File: config.mk
export PLATFORM = sky130hd
export DESIGN_NAME = cd_timer
export DESIGN_NICKNAME = d
export VERILOG_FILES = /design/src/rtl/cd_timer_pkg.sv /design/src/rtl/cd_timer_prescale.sv /design/src/rtl/cd_timer_count.sv /design/src/rtl/cd_timer_irq.sv /design/src/rtl/cd_timer.sv
export SDC_FILE = /design/constraint.sdc
export NUM_CORES = 1
export LEC_CHECK = 0
export BUFFER_PORTS_ARGS = -buffer_cell sky130_fd_sc_hd__buf_2
export CAP_MARGIN = 10
export CORE_UTILIZATION = 39
export DETAILED_ROUTE_END_ITERATION = 8
export GPL_ROUTABILITY_DRIVEN = 0
export MAX_ROUTING_LAYER = met4
export SLEW_MARGIN = 0
export SYNTH_ARGS = -nofsm -noshare
export SYNTH_HDL_FRONTEND = slang
export SYNTH_SLANG_ARGS = --single-unit
File: constraint.sdc
create_clock -name clk -period 2.35 [get_ports clk]
set_input_delay 0.235 -clock clk [delete_from_list [all_inputs] [get_ports clk]]
set_output_delay 0.235 -clock clk [all_outputs]
set_load 0.005 [all_outputs]
File: src/rtl/cd_timer_pkg.sv
package cd_timer_pkg;
  typedef enum logic [1:0] {
    SRC_FAST = 2'd0,
    SRC_MID  = 2'd1,
    SRC_SEC  = 2'd2,
    SRC_MIN  = 2'd3
  } src_e;

  localparam logic [1:0] ADDR_CTRL  = 2'd0;
  localparam logic [1:0] ADDR_STAT  = 2'd1;
  localparam logic [1:0] ADDR_COUNT = 2'd2;
endpackage

File: src/rtl/cd_timer_prescale.sv
module cd_timer_prescale #(
  parameter int unsigned FAST_DIV = 24414,
  parameter int unsigned MID_DIV  = 64,
  parameter int unsigned SLOW_DIV = 64,
  parameter int unsigned MIN_DIV  = 60
) (
  input  logic       clk,
  input  logic       rst_n,
  output logic [3:0] tick
);
  function automatic int unsigned div_of(input int idx);
    case (idx)
      0:       return FAST_DIV;
      1:       return MID_DIV;
      2:       return SLOW_DIV;
      default: return MIN_DIV;
    endcase
  endfunction

  logic [3:0] wrap;
  logic [3:0] adv;

  always_comb begin
    tick[0] = wrap[0];
    for (int i = 1; i < 4; i++) tick[i] = tick[i-1] & wrap[i];
  end

  assign adv = {tick[2:0], 1'b1};

  for (genvar g = 0; g < 4; g++) begin : g_stage
    localparam int unsigned D = div_of(g);
    localparam int W = (D > 1) ? $clog2(D) : 1;
    logic [W-1:0] cnt;

    assign wrap[g] = (cnt == W'(D - 1));

    always_ff @(posedge clk or negedge rst_n) begin
      if (!rst_n)        cnt <= '0;
      else if (adv[g])   cnt <= wrap[g] ? '0 : cnt + 1'b1;
    end
  end
endmodule

File: src/rtl/cd_timer_count.sv
module cd_timer_count #(
  parameter int W = 8
) (
  input  logic         clk,
  input  logic         rst_n,
  input  logic         load,
  input  logic [W-1:0] load_val,
  input  logic         src_tick,
  input  logic         tick64,
  input  logic         slow_src,
  output logic [W-1:0] count,
  output logic [W-1:0] reload,
  output logic         expire
);
  logic armed;
  logic step;
  logic arm_evt;
  logic last;
  logic running;

  assign running = (reload != '0);
  assign arm_evt = !armed && (slow_src ? tick64 : src_tick);
  // fast sources: the synchronising tick does not count
  // slow sources: the first 64 Hz tick already counts
  assign step    = slow_src ? ((!armed && tick64) || (armed && src_tick))
                            : (armed && src_tick);
  assign last    = (count <= W'(1));
  assign expire  = running && step && last && !load;

  always_ff @(posedge clk or negedge rst_n) begin
    if (!rst_n) begin
      count  <= '0;
      reload <= '0;
      armed  <= 1'b0;
    end else if (load) begin
      reload <= load_val;
      count  <= load_val;
      armed  <= 1'b0;
    end else if (running) begin
      if (arm_evt) armed <= 1'b1;
      if (step)    count <= last ? reload : count - 1'b1;
    end
  end
endmodule

File: src/rtl/cd_timer_irq.sv
module cd_timer_irq #(
  parameter int unsigned PULSE_CYC = 1562496
) (
  input  logic clk,
  input  logic rst_n,
  input  logic expire,
  input  logic clr_req,
  input  logic irq_en,
  input  logic pulse_mode,
  output logic flag,
  output logic irq_n
);
  localparam int PW = $clog2(PULSE_CYC + 1);
  logic [PW-1:0] pulse_cnt;

  always_ff @(posedge clk or negedge rst_n) begin
    if (!rst_n)       flag <= 1'b0;
    else if (expire)  flag <= 1'b1;
    else if (clr_req) flag <= 1'b0;
  end

  always_ff @(posedge clk or negedge rst_n) begin
    if (!rst_n)                 pulse_cnt <= '0;
    else if (expire)            pulse_cnt <= PW'(PULSE_CYC);
    else if (pulse_cnt != '0)   pulse_cnt <= pulse_cnt - 1'b1;
  end

  assign irq_n = !(irq_en && (pulse_mode ? (pulse_cnt != '0) : flag));
endmodule

File: src/rtl/cd_timer.sv
module cd_timer
  import cd_timer_pkg::*;
#(
  parameter int unsigned DATA_W   = 8,
  parameter int unsigned FAST_DIV = 24414,
  parameter int unsigned MID_DIV  = 64,
  parameter int unsigned SLOW_DIV = 64,
  parameter int unsigned MIN_DIV  = 60
) (
  input  logic              clk,
  input  logic              rst_n,
  input  logic              wr_en,
  input  logic [1:0]        wr_addr,
  input  logic [DATA_W-1:0] wr_data,
  input  logic [1:0]        rd_addr,
  output logic [DATA_W-1:0] rd_data,
  output logic              irq_n
);
  localparam int unsigned PULSE_CYC = FAST_DIV * MID_DIV;

  logic        irq_en;
  logic        pulse_mode;
  src_e        src;
  logic [3:0]  tick;
  logic [DATA_W-1:0] count;
  logic [DATA_W-1:0] reload;
  logic        expire;
  logic        flag;
  logic        load;
  logic        clr_req;
  logic        slow_src;

  always_ff @(posedge clk or negedge rst_n) begin
    if (!rst_n) begin
      irq_en     <= 1'b0;
      pulse_mode <= 1'b0;
      src        <= SRC_FAST;
    end else if (wr_en && wr_addr == ADDR_CTRL) begin
      irq_en     <= wr_data[0];
      pulse_mode <= wr_data[1];
      src        <= src_e'(wr_data[3:2]);
    end
  end

  assign load     = wr_en && (wr_addr == ADDR_COUNT);
  assign clr_req  = wr_en && (wr_addr == ADDR_STAT) && !wr_data[0];
  assign slow_src = (src == SRC_SEC) || (src == SRC_MIN);

  cd_timer_prescale #(
    .FAST_DIV(FAST_DIV), .MID_DIV(MID_DIV),
    .SLOW_DIV(SLOW_DIV), .MIN_DIV(MIN_DIV)
  ) i_prescale (
    .clk(clk), .rst_n(rst_n), .tick(tick)
  );

  cd_timer_count #(.W(DATA_W)) i_count (
    .clk(clk), .rst_n(rst_n), .load(load), .load_val(wr_data),
    .src_tick(tick[src]), .tick64(tick[1]), .slow_src(slow_src),
    .count(count), .reload(reload), .expire(expire)
  );

  cd_timer_irq #(.PULSE_CYC(PULSE_CYC)) i_irq (
    .clk(clk), .rst_n(rst_n), .expire(expire), .clr_req(clr_req),
    .irq_en(irq_en), .pulse_mode(pulse_mode), .flag(flag), .irq_n(irq_n)
  );

  always_comb begin
    case (rd_addr)
      ADDR_CTRL:  rd_data = DATA_W'({src, pulse_mode, irq_en});
      ADDR_STAT:  rd_data = DATA_W'(flag);
      ADDR_COUNT: rd_data = count;
      default:    rd_data = '0;
    endcase
  end
endmodule

Word level (Yosys, flattened, before mapping) --
Cells that the tools add are included.
Storage, ports and cells: bits in registers 76, RAM bits 0, output and inout port bits 9, memory bits (read-only) 0, memories 0, word-level logic and storage cells 82, input port bits 15, bits in latches 0
Operators by class: div/mod/pow operators 0, muxes and demuxes 21, reduce and logical (&&, ||, !) cells 28, order comparisons 2, $mul 0, shift-type cells 0, add/sub/neg operators 6, eq/ne operators 10, bitwise operators 3
Operators by type and width (count):
- $mux W21 | 2
- $mux W8 | 4
- $pmux W8 S3 | 1
- $reduce_bool A21 Y1 | 1
- $sub A21 B1 Y21 const B | 1
- $add A6 B1 Y6 const B | 3
- $eq A6 B6 Y1 const B | 3
- $mux W6 | 3
- $add A15 B1 Y15 const B | 1
- $eq A15 B15 Y1 const B | 1
- $mux W15 | 1
- $logic_and A1 B1 Y1 | 11
- $reduce_bool A2 Y1 | 5
- $mux W1 | 9
- $eq A2 B2 Y1 const B | 4
- $le A8 B1 Y1 const B | 1
- $reduce_bool A8 Y1 | 1
- $sub A8 B1 Y8 const B | 1
- $eq A2 B1 Y1 const B | 2
- $logic_not A1 Y1 | 4
- $logic_not A2 Y1 | 2
- $reduce_and A2 Y1 | 2
- $and A1 B1 Y1 | 3
- $lt A2 B3 Y1 const B | 1
- other kinds (2) | 3

Longest topological paths before layout --
depth in word-level cells 13, depth in mapped cells 9, gate-level depth less buffers 8

By module --
A second synthesis with hierarchy kept.
Second synthesis, totals: cells, all modules 447, area total of the unflattened synthesis 4453.0 um^2
Modules (own cells, without submodules):
- cd_timer_prescale | seq. area each 825.8 um^2, cells an instance 168, area an instance 1749.2 um^2, instances 1
- cd_timer_irq | seq. area each 550.5 um^2, cells an instance 134, area an instance 1321.3 um^2, instances 1
- cd_timer_count | seq. area each 425.4 um^2, cells an instance 116, area an instance 1074.8 um^2, instances 1
- cd_timer | seq. area each 100.1 um^2, cells an instance 29, area an instance 307.8 um^2, instances 1

Least setup slack after synthesis --
OpenSTA, ideal clock, no wires.
kind register to register, start point reg i_irq.pulse_cnt[11], end point reg i_irq.pulse_cnt[7], data required time 2216 ps, data arrival time 1916 ps, path buffers 0, stages on the path, launching flop included 7, library setup time 134 ps, setup slack 300 ps, clock period less this slack 2050 ps, path through dfrtp_1 > or4_4 > or4_4 > nor3_1 > or3_2 > xor2_1 > nand2_1
Between the ends: longest elaborated chain between the ends 2
RTL lines:
- start, declared | line cd_timer_irq.sv:14 | logic [PW-1:0] pulse_cnt;
- start signal, assigned | line cd_timer_irq.sv:24 | else if (expire) pulse_cnt <= PW'(PULSE_CYC);
- start signal, assigned | line cd_timer_irq.sv:25 | else if (pulse_cnt != '0) pulse_cnt <= pulse_cnt - 1'b1;
- $reduce_bool A21 Y1 | line cd_timer_irq.sv:25
- $reduce_bool A2 Y1 (no line)
Every way passes these cells. A chain may end at the register's enable or synchronous reset.

Worst setup path after layout --
start point reg i_irq.pulse_cnt[6], end point out irq_n
Between the ends: longest elaborated chain between the ends 4
RTL lines:
- $reduce_bool A21 Y1 | line cd_timer_irq.sv:28 | assign irq_n = !(irq_en && (pulse_mode ? (pulse_cnt != '0) : flag));
- $mux W1 | line cd_timer_irq.sv:28
- $logic_and A1 B1 Y1 | line cd_timer_irq.sv:28
- $logic_not A1 Y1 | line cd_timer_irq.sv:28
- end, declared | line cd_timer.sv:17 | output logic irq_n
Every way passes these cells.

==> impl_metrics.json <==
{
  "outcome": "completed",
  "cts.path.max_buffers": 2,
  "path_class": "register to output port",
  "hold_viol": 0,
  "ys_seq_area_share_pct": 46.63,
  "synth_flop_cell": "dfrtp_1",
  "setup_violations": 0,
  "die_area_mm2": 0.01087,
  "dr.pass1.iters": 4,
  "synth_most_common_cell": "dfrtp_1",
  "worst_pin_slew_ns": 0.5305,
  "syn_inst": 443,
  "wl_met1_mm": 4.181,
  "dr.first_iter.drc_count": 95,
  "wire_per_inst_um": 13.39,
  "syn-num-nets": 466,
  "postLayoutCoreUtil_pct": 47.39,
  "clock.fmax_ghz": 0.4365,
  "grtUsageTotal_pct": 17.57,
  "start_util_pct": 40.98,
  "worstPathMaxFanout": 2,
  "period_share_pct": 97.48,
  "ant_nets": 0,
  "slowest_delay_ns": 0.57,
  "ys_top_cells_by_count": "dfrtp_1, nand2_1, nor2_1, o21ai_0, xnor2_1",
  "rsz0062_at_grt": "true",
  "final.setup.worst_slack_ns": 0.05916,
  "p_leak_nw": 1.984,
  "clkTransAtPathRegs_ns": 0.08,
  "arrival_ns": 2.06,
  "cts.htree.levels": 3,
  "post-dp-hpwl_mm": 5.823,
  "critPathLaunchType": "register",
  "cp.required_ns": 2.12,
  "drive_gt1_share_pct": 16.94,
  "insertedDiodeCount": 0,
  "ys_types": 50,
  "synth_top_area_cell": "dfrtp_1",
  "relSlewSlack_pct": 64.63,
  "pin_count": 24,
  "total_power_mw": 3.081,
  "num_vias": 3215,
  "root_buffer": "clkbuf_8",
  "synth-edff-count": 0,
  "drv_slew": 0,
  "grt_pass1_wl_mm": 15.18,
  "syn_area_per_cell_um2": 9.207,
  "port_buffers": 23,
  "rows": 36,
  "synth_seq_cells": 76,
  "slowest_stage": "or4_4",
  "grt-ovfl-total": 0,
  "drt-total-wl_mm": 8.341,
  "min_path_type": "input pin to register",
  "die_h_um": 104.3,
  "fp.coreArea_mm2": 0.009955,
  "dr_wl_met3_um": 183,
  "place_ws_ns": 0.09981,
  "vias_per_cell": 5.161,
  "top_layer": "met4",
  "fin_nets": 509,
  "max_cap_viol_count": 0,
  "netlist_area_mm2": 0.004079,
  "tritoncts": "done",
  "drc": 0,
  "synth_top_area_share_pct": 46.63,
  "antenna_found_initial": 0,
  "insertion_delay_ns": 0.35,
  "cellPowerDensity_mw_per_mm2": 653.1,
  "dr_wl_met2_mm": 3.835,
  "yosys_warnings": 0,
  "grt_max_degree": 41,
  "cp_cell_sequence": "or4_4, nor4_4, and3_4, nand2_2, o211ai_1, buf_2",
  "critPathCaptureType": "output port",
  "min_period_ns": 2.291,
  "grt_pass1_vias": 3289,
  "synth_area_leaders": "dfrtp_1, nand2_1, nor2_1",
  "die_w_um": 104.3,
  "async_reset_ff_share_pct": 100.0,
  "finClkSkew_ns": 0.01110,
  "vdd_drop_max_mv": 0.2691,
  "cts_sinks": 76,
  "cts_buffers": 9,
  "area_growth_pct": 15.64
}
==> per-layer routing <==
layer,GRT usage (%),vias up
met3,2.256,12
met1,23.41,1547
met5,-,-
met2,27.20,42
met4,6.939,0
li1,-,1614
==> registers in the layout (all words and copies together) (netlist names) <==
| signal | flops |
|---|---|
| i_count.armed | 1 |
| i_count.count | 8 |
| i_count.reload | 8 |
| i_irq.flag | 1 |
| i_irq.pulse_cnt | 21 |
| i_prescale.g_stage.cnt | 33 |
| irq_en | 1 |
| pulse_mode | 1 |
| src | 2 |
==> path summary, 6_finish.rpt <==
path	startpoint	depth (start not counted)	slack, ns	end
max	i_irq.pulse_cnt[6]	6	0.06	irq_n
min	wr_data[4]	3	0.09	i_count.reload[4]
max reg2reg	i_irq.pulse_cnt[13]	6	0.13	i_irq.pulse_cnt[15]
min reg2reg	i_prescale.g_stage[1].cnt[5]	1	0.50	i_prescale.g_stage[1].cnt[5]
max in group asynchronous	rst_n	3	1.37	i_prescale.g_stage[0].cnt[11]
min in group asynchronous	rst_n	2	0.39	i_count.count[5]
==> through the flow <==
stage               setup TNS (ns)  cell area, um2  hold slack (ns)  instances
floorplan                        0            4079         -0.06059        443
global placement                 0            4413           0.2412        597
detailed placement               0            4413           0.2399        597
CTS                              0            4643          0.07058        615
global route               -0.1231            4717          0.09894        623
finish                           0            4717          0.08661        623
==> report_power, final <==
group	switching, mW	leakage [nW]	internal, mW	total [mW]
clock network	0.488	0.0914	0.513	1.00
logic	0.227	0.979	0.246	0.473
registers	0.170	0.913	1.44	1.61
==> what timing repair did <==
action / in CTS / in global routing
resized for setup: 3 / 3
pin swaps: 2 / 5
hold buffers: 1 / 0
endpoints found under the setup margin: 1 / 31
hold endpoints to repair: 36 / 0
setup buffers: 2 / 7
==> layout make-up <==
type                    count  area, um2
clock inverters             4      50.05
multi-input cells         343       2102
fillers                   972       5238
clock buffers              11      141.4
repair buffers             45      314.1
inverters                  11      41.29
flip-flops and latches     76       1902
well taps                 133      166.4
==> cell families (layout without fill, tap and decap cells) <==
| group | after synthesis | count (layout) | synth area share [%] |
|---|---|---|---|
| buf+inv | 24 | 71 | 2.423 |
| compound gates | 68 | 68 | 10.15 |
| flops | 76 | 76 | 46.63 |
| fa+ha+maj | 8 | 8 | 2.454 |
| simple gates | 221 | 221 | 27.98 |
| xor+xnor | 33 | 33 | 7.086 |
| mux | 13 | 13 | 3.282 |
==> worst max-delay path, delay by kind of cell, from the launching register on <==
family	cells	cell delay (ns)
flops	1	0.40
compound gates	1	0.07
simple gates	4	1.10
buf+inv	1	0.13
==> placed cells by master (no fill, tap or decap), types with 14 or more instances in the layout <==
cell type,count
o21ai_0,23
nand2_1,65
nor3_1,14
a21oi_1,19
nand3_1,17
nor2_1,55
buf_4,19
xnor2_1,20
dfrtp_1,76
buf_2,22
(Power assumes the default switching activity.)
